==> config.mk <==
export PLATFORM = sky130hd
export DESIGN_NAME = intc_top
export DESIGN_NICKNAME = d
export VERILOG_FILES = /design/src/rtl/intc_pkg.sv /design/src/rtl/intc_ctrl.sv /design/src/rtl/intc_datapath.sv /design/src/rtl/intc_top.sv
export SDC_FILE = /design/constraint.sdc
export NUM_CORES = 1
export LEC_CHECK = 0
export ABC_CLOCK_PERIOD_IN_PS = 1400
export BUFFER_PORTS_ARGS = -buffer_cell sky130_fd_sc_hd__buf_4
export CORE_ASPECT_RATIO = 0.9
export CORE_MARGIN = 2
export CORE_UTILIZATION = 52
export CTS_CLUSTER_SIZE = 14
export DETAILED_ROUTE_END_ITERATION = 10
export PLACE_DENSITY = 0.89
export SETUP_SLACK_MARGIN = 0.05
export SYNTH_ARGS = -nofsm -noshare
export SYNTH_HDL_FRONTEND = slang
export SYNTH_SLANG_ARGS = --single-unit
==> constraint.sdc <==
create_clock -name clk -period 1.4 [get_ports clk]
set_input_delay 0.07 -clock clk [delete_from_list [all_inputs] [get_ports clk]]
set_output_delay 0.07 -clock clk [all_outputs]
set_load 0.01 [all_outputs]
==> src/rtl/intc_pkg.sv <==
package intc_pkg;
  typedef enum logic [2:0] {
    SEL_ENABLE = 3'd0,
    SEL_ROUTE  = 3'd1,
    SEL_PEND   = 3'd2,
    SEL_TRIG   = 3'd3,
    SEL_POL    = 3'd4,
    SEL_CTRL   = 3'd5,
    SEL_RSV6   = 3'd6,
    SEL_RSV7   = 3'd7
  } regsel_t;

  typedef struct packed {
    logic    wrEnable;
    logic    wrRoute;
    logic    wrClear;
    logic    wrTrig;
    logic    wrPol;
    logic    wrCtrl;
    regsel_t rdSel;
  } strobe_t;
endpackage

==> src/rtl/intc_ctrl.sv <==
module intc_ctrl
  import intc_pkg::*;
#(
  parameter int NUM_SRC = 30,
  parameter int VEC_W   = $clog2(NUM_SRC)
) (
  input  logic               busSel,
  input  logic               busWr,
  input  logic [2:0]         busAddr,
  input  logic [NUM_SRC-1:0] irqAct,
  input  logic [NUM_SRC-1:0] fiqAct,
  input  logic               maskQ,
  output strobe_t            strb,
  output logic               irqOut,
  output logic               fiqOut,
  output logic [VEC_W-1:0]   irqVector
);
  regsel_t sel;

  always_comb begin
    sel = regsel_t'(busAddr);
    strb = '0;
    strb.rdSel = sel;
    if (busSel && busWr) begin
      unique case (sel)
        SEL_ENABLE: strb.wrEnable = 1'b1;
        SEL_ROUTE:  strb.wrRoute  = 1'b1;
        SEL_PEND:   strb.wrClear  = 1'b1;
        SEL_TRIG:   strb.wrTrig   = 1'b1;
        SEL_POL:    strb.wrPol    = 1'b1;
        SEL_CTRL:   strb.wrCtrl   = 1'b1;
        default:    ;
      endcase
    end
  end

  // lowest source number wins: scan from the top down so the last hit sticks
  always_comb begin
    irqVector = '0;
    for (int i = NUM_SRC - 1; i >= 0; i--) begin
      if (irqAct[i]) irqVector = VEC_W'(i);
    end
  end

  assign irqOut = !maskQ && (|irqAct);
  assign fiqOut = !maskQ && (|fiqAct);
endmodule

==> src/rtl/intc_datapath.sv <==
module intc_datapath
  import intc_pkg::*;
#(
  parameter int NUM_SRC = 30,
  parameter int NUM_EXT = 8
) (
  input  logic                       clk,
  input  logic                       rstN,
  input  logic [NUM_EXT-1:0]         extIn,
  input  logic [NUM_SRC-NUM_EXT-1:0] periphReq,
  input  strobe_t                    strb,
  input  logic [NUM_SRC-1:0]         wData,
  output logic [NUM_SRC-1:0]         rData,
  output logic [NUM_SRC-1:0]         irqAct,
  output logic [NUM_SRC-1:0]         fiqAct,
  output logic                       maskQ,
  output logic [NUM_SRC-1:0]         latchQ
);
  localparam int NUM_INT = NUM_SRC - NUM_EXT;

  logic [NUM_SRC-1:0] enableQ, routeQ, setVec, pendView, clrVec;
  logic [NUM_EXT-1:0] trigQ, polQ, syncA, syncB, prevQ;

  always_ff @(posedge clk or negedge rstN) begin
    if (!rstN) begin
      enableQ <= '0;
      routeQ  <= '0;
      trigQ   <= '0;
      polQ    <= '0;
      maskQ   <= 1'b1;
    end else begin
      if (strb.wrEnable) enableQ <= wData;
      if (strb.wrRoute)  routeQ  <= wData;
      if (strb.wrTrig)   trigQ   <= wData[NUM_EXT-1:0];
      if (strb.wrPol)    polQ    <= wData[NUM_EXT-1:0];
      if (strb.wrCtrl)   maskQ   <= wData[0];
    end
  end

  always_ff @(posedge clk or negedge rstN) begin
    if (!rstN) begin
      syncA <= '0;
      syncB <= '0;
      prevQ <= '0;
    end else begin
      syncA <= extIn;
      syncB <= syncA;
      prevQ <= syncB;
    end
  end

  for (genvar e = 0; e < NUM_EXT; e++) begin : g_ext
    logic riseHit, fallHit;
    assign riseHit     = syncB[e] && !prevQ[e];
    assign fallHit     = !syncB[e] && prevQ[e];
    assign setVec[e]   = trigQ[e] && (polQ[e] ? fallHit : riseHit);
    assign pendView[e] = trigQ[e] ? latchQ[e] : (syncB[e] ^ polQ[e]);
  end

  for (genvar k = 0; k < NUM_INT; k++) begin : g_int
    assign setVec[NUM_EXT+k]   = periphReq[k];
    assign pendView[NUM_EXT+k] = latchQ[NUM_EXT+k];
  end

  assign clrVec = strb.wrClear ? wData : '0;

  always_ff @(posedge clk or negedge rstN) begin
    if (!rstN) latchQ <= '0;
    else       latchQ <= (latchQ & ~clrVec) | setVec;
  end

  assign irqAct = pendView & enableQ & ~routeQ;
  assign fiqAct = pendView & enableQ & routeQ;

  always_comb begin
    unique case (strb.rdSel)
      SEL_ENABLE: rData = enableQ;
      SEL_ROUTE:  rData = routeQ;
      SEL_PEND:   rData = pendView;
      SEL_TRIG:   rData = NUM_SRC'(trigQ);
      SEL_POL:    rData = NUM_SRC'(polQ);
      SEL_CTRL:   rData = NUM_SRC'(maskQ);
      default:    rData = '0;
    endcase
  end
endmodule

==> src/rtl/intc_top.sv <==
module intc_top
  import intc_pkg::*;
#(
  parameter int NUM_SRC = 30,
  parameter int NUM_EXT = 8,
  parameter int VEC_W   = $clog2(NUM_SRC)
) (
  input  logic                       clk,
  input  logic                       rstN,
  input  logic [NUM_EXT-1:0]         extIn,
  input  logic [NUM_SRC-NUM_EXT-1:0] periphReq,
  input  logic                       busSel,
  input  logic                       busWr,
  input  logic [2:0]                 busAddr,
  input  logic [NUM_SRC-1:0]         busWData,
  output logic [NUM_SRC-1:0]         busRData,
  output logic                       irqOut,
  output logic                       fiqOut,
  output logic [VEC_W-1:0]           irqVector
);
  strobe_t            strb;
  logic [NUM_SRC-1:0] irqAct, fiqAct, latchQ;
  logic               maskQ;

  intc_ctrl #(.NUM_SRC(NUM_SRC), .VEC_W(VEC_W)) u_ctrl (
    .busSel(busSel), .busWr(busWr), .busAddr(busAddr),
    .irqAct(irqAct), .fiqAct(fiqAct), .maskQ(maskQ),
    .strb(strb), .irqOut(irqOut), .fiqOut(fiqOut), .irqVector(irqVector)
  );

  intc_datapath #(.NUM_SRC(NUM_SRC), .NUM_EXT(NUM_EXT)) u_dp (
    .clk(clk), .rstN(rstN), .extIn(extIn), .periphReq(periphReq),
    .strb(strb), .wData(busWData), .rData(busRData),
    .irqAct(irqAct), .fiqAct(fiqAct), .maskQ(maskQ), .latchQ(latchQ)
  );
endmodule

==> impl_metrics.py <==
metrics = {
    "status": {
        "outcome": "finished, violations left",
        "violations": "setup timing",
    },
    "floorplanning": {
        "core_um2": 12700,
        "num_rows": 39,
        "dieArea_um2": 13900,
        "dieWidth_um": 124,
        "start_util_pct": 53.1,
        "fp.dieH_um": 112,
        "top_level_ports": 104,
    },
    "global_routing": {
        "antenna_found_initial": 0,
        "grt_pass1_vias": 7577,
        "grt-ovfl-total": 0,
        "grt_max_degree": 55,
        "grt_usage_pct": 36.5,
        "grt_pass1_wl_um": 38500,
    },
    "run": {
        "max-cap-violations": 0,
    },
    "power_and_ir_drop": {
        "peakVddDrop_v": 0.00116,
        "comb_power_share_pct": 38.6,
        "power.internal_mw": 10.8,
        "power.switching_mw": 5.38,
        "p_leak_nw": 4.80,
        "p_seq_share_pct": 31.6,
        "p_sw_share_pct": 33.3,
        "p_total_mw": 16.1,
        "power_density_nw_per_um2": 1490,
        "clkPwrFrac_pct": 29.8,
    },
    "synthesis": {
        "synthesis.nets": 735,
        "synth_common_cells": "dfrtp_1, nand2_1, nor2_1, mux2_2, o21ai_0",
        "post-synth-top-count-cell": "dfrtp_1",
        "synth_seq_area_share_pct": 48.6,
        "ys_warn_count": 0,
        "synth_area_leaders": "dfrtp_1, mux2_2, nand2_1, nor2_1, mux2i_1",
        "avgSynthCellArea_um2": 10.1,
        "synth_top_area_cell": "dfrtp_1",
        "yosys_most_used_dff": "dfrtp_1",
        "ys_ff_latch": 131,
        "syn_area_um2": 6740,
        "synth_enable_flop_cells": 0,
        "async_reset_ff_share_pct": 100,
        "syn_inst": 668,
        "synth_top_cell_area_share_pct": 48.3,
        "ys_types": 53,
    },
    "critical_path": {
        "cp_max_fo": 3,
        "end_kind": "output pin",
        "worst-endpoint-arrival_ns": 2.35,
        "critPathKind": "reg -> out",
        "setup.worst_path.start_class": "flip-flop",
        "r2r_setup_slack_ns": 0.11,
        "worstPathRequired_ns": 1.33,
    },
    "clock_tree": {
        "clkLatencyLatePin_ns": 0.43,
        "cts.sink_count": 131,
        "ctsHtreeMaxLevel": 4,
        "root_buffer": "clkbuf_16",
        "cts_buffers": 17,
        "cts_tree": "built",
        "clk_pin_slew_ns": 0.06,
        "clockBufferDepth": 2,
    },
    "route": {
        "drc": 0,
        "routedWlPerCell_um": 23.0,
        "vias": 7455,
        "ant_nets": 0,
        "finalWirelength_um": 27100,
        "vias_per_cell": 6.32,
        "dr.pass1.iters": 7,
        "drt-initial-drc-count": 777,
    },
    "placed_design": {
        "io_buffers": 103,
        "gp_congestion": 0.891,
        "post_dp_cell_area_um2": 9000,
        "place_inst": 1072,
        "dp.final_hpwl_um": 14500,
    },
    "timing": {
        "hold_slack_ns": 0.169,
        "slew_violations": 0,
        "rsz0062_at_grt": "yes",
        "clock_skew_ns": 0.00474,
        "hold_viol_final": 0,
        "slew_headroom_pct": 74.6,
        "layout_setup_ws_ns": -1.02,
        "setup_tns_ns": -15.17,
        "finalCritPeriodShare_pct": 173,
        "setup_violations": 37,
        "fin_crit_ns": 2.42,
        "tightest_slew_ns": 0.377,
        "clock.fmax_mhz": 414,
    },
    "hold_path": {
        "hold_class": "in -> reg",
    },
    "cells_and_area": {
        "drive_gt1_share_pct": 45.7,
        "final_cells": 1180,
        "final_design_area_no_fill_um2": 10800,
        "fin_nets": 1070,
        "final.fill_count": 565,
        "area_delta_synth_final_pct": 60.3,
        "antenna_cells": 0,
    },
}
-- cell type report --
class                   instances  area, um2  share of cell area, %
clock buffers                  23        478                   4.42
clock inverters                 9        151                   1.40
inverters                      16       60.1                  0.556
multi-input cells             493       3670                   33.9
flip-flops and latches        131       3280                   30.4
well taps                     164        205                   1.90
repair buffers                344       2960                   27.4
-- cell families (layout without fill, tap and decap cells) --
logic type | after synthesis | in the layout | synth area share, %
xor+xnor | 8 | 8 | 1.26
flops | 131 | 131 | 48.6
simple gates | 240 | 240 | 16.9
compound gates | 154 | 154 | 15.7
buf+inv | 44 | 392 | 2.78
mux | 91 | 91 | 14.7
-- state kept, by name, indices dropped and copies added, names as in the netlist --
signal / cells
u_dp.routeQ: 30
u_dp.prevQ: 8
u_dp.syncA: 8
u_dp.maskQ: 1
u_dp.syncB: 8
u_dp.polQ: 8
u_dp.trigQ: 8
u_dp.enableQ: 30
u_dp.latchQ: 30
-- metal layers --
| layer | track usage, % | share of wire (%) |
|---|---|---|
| met3 | 9.35 | 8.9 |
| met1 | 40.7 | 34 |
| met2 | 62.5 | 50 |
| met5 | 0 | 0 |
| met4 | 21.5 | 7.1 |
-- final timing paths --
path,startpoint,cells after the start,endpoint
min in group asynchronous,rstN,3,u_dp.routeQ[3]
max in group asynchronous,rstN,3,u_dp.prevQ[6]
setup / recovery,u_dp.routeQ[26],7,irqVector[1]
hold reg to reg,u_dp.syncA[4],0,u_dp.syncB[4]
setup reg to reg,u_dp.syncB[1],5,u_dp.latchQ[1]
hold / removal,busAddr[0],3,u_dp.maskQ
-- power groups by stage --
stage / Clock, mW / Sequential (mW) / Combinational [mW]
final: 4.81 / 5.11 / 6.22
after floorplan: 0 / 4.98 / 2.30
after global placement: 0 / 4.91 / 4.60
after detailed placement: 0 / 4.96 / 4.79
after global routing: 4.99 / 5.14 / 6.50
after CTS: 4.80 / 4.99 / 5.42
-- repair_timing --
| action | CTS | global route |
|---|---|---|
| setup endpoints to repair | 37 | 37 |
| resized for setup | 69 | 57 |
| hold buffers | 61 | 0 |
| pin swaps | 39 | 46 |
| hold endpoints to repair | 245 | 0 |
| buffers inserted | 11 | 13 |
-- stage by stage --
step | setup WS, ns | util, %
3_3_place_gp | -0.441 | 70.9
3_5_place_dp | -0.475 | 70.9
2_1_floorplan | -0.121 | -
5_1_grt | -1.02 | 85.2
4_1_cts | -0.875 | 83.1
6_report | -1.02 | 85.2
-- layout by cell type (no fill, tap or decap), types with 22 or more instances in the layout --
cell	instances
mux2_2	66
buf_4	241
dfrtp_1	128
a21o_1	22
nor2_1	71
o21ai_0	27
buf_6	34
nand3_1	26
dlygate4sd3_1	61
nand2_1	75
-- worst max-delay path: stages, from the launching register on --
cell and delay (ns):
dfrtp_1 0.40, nand3b_1 0.25, a211oi_2 0.30, o211ai_1 0.18, a21oi_2 0.19, o21ai_2 0.08, a221oi_2 0.34, buf_4 0.18
(Power assumes the default switching activity.)
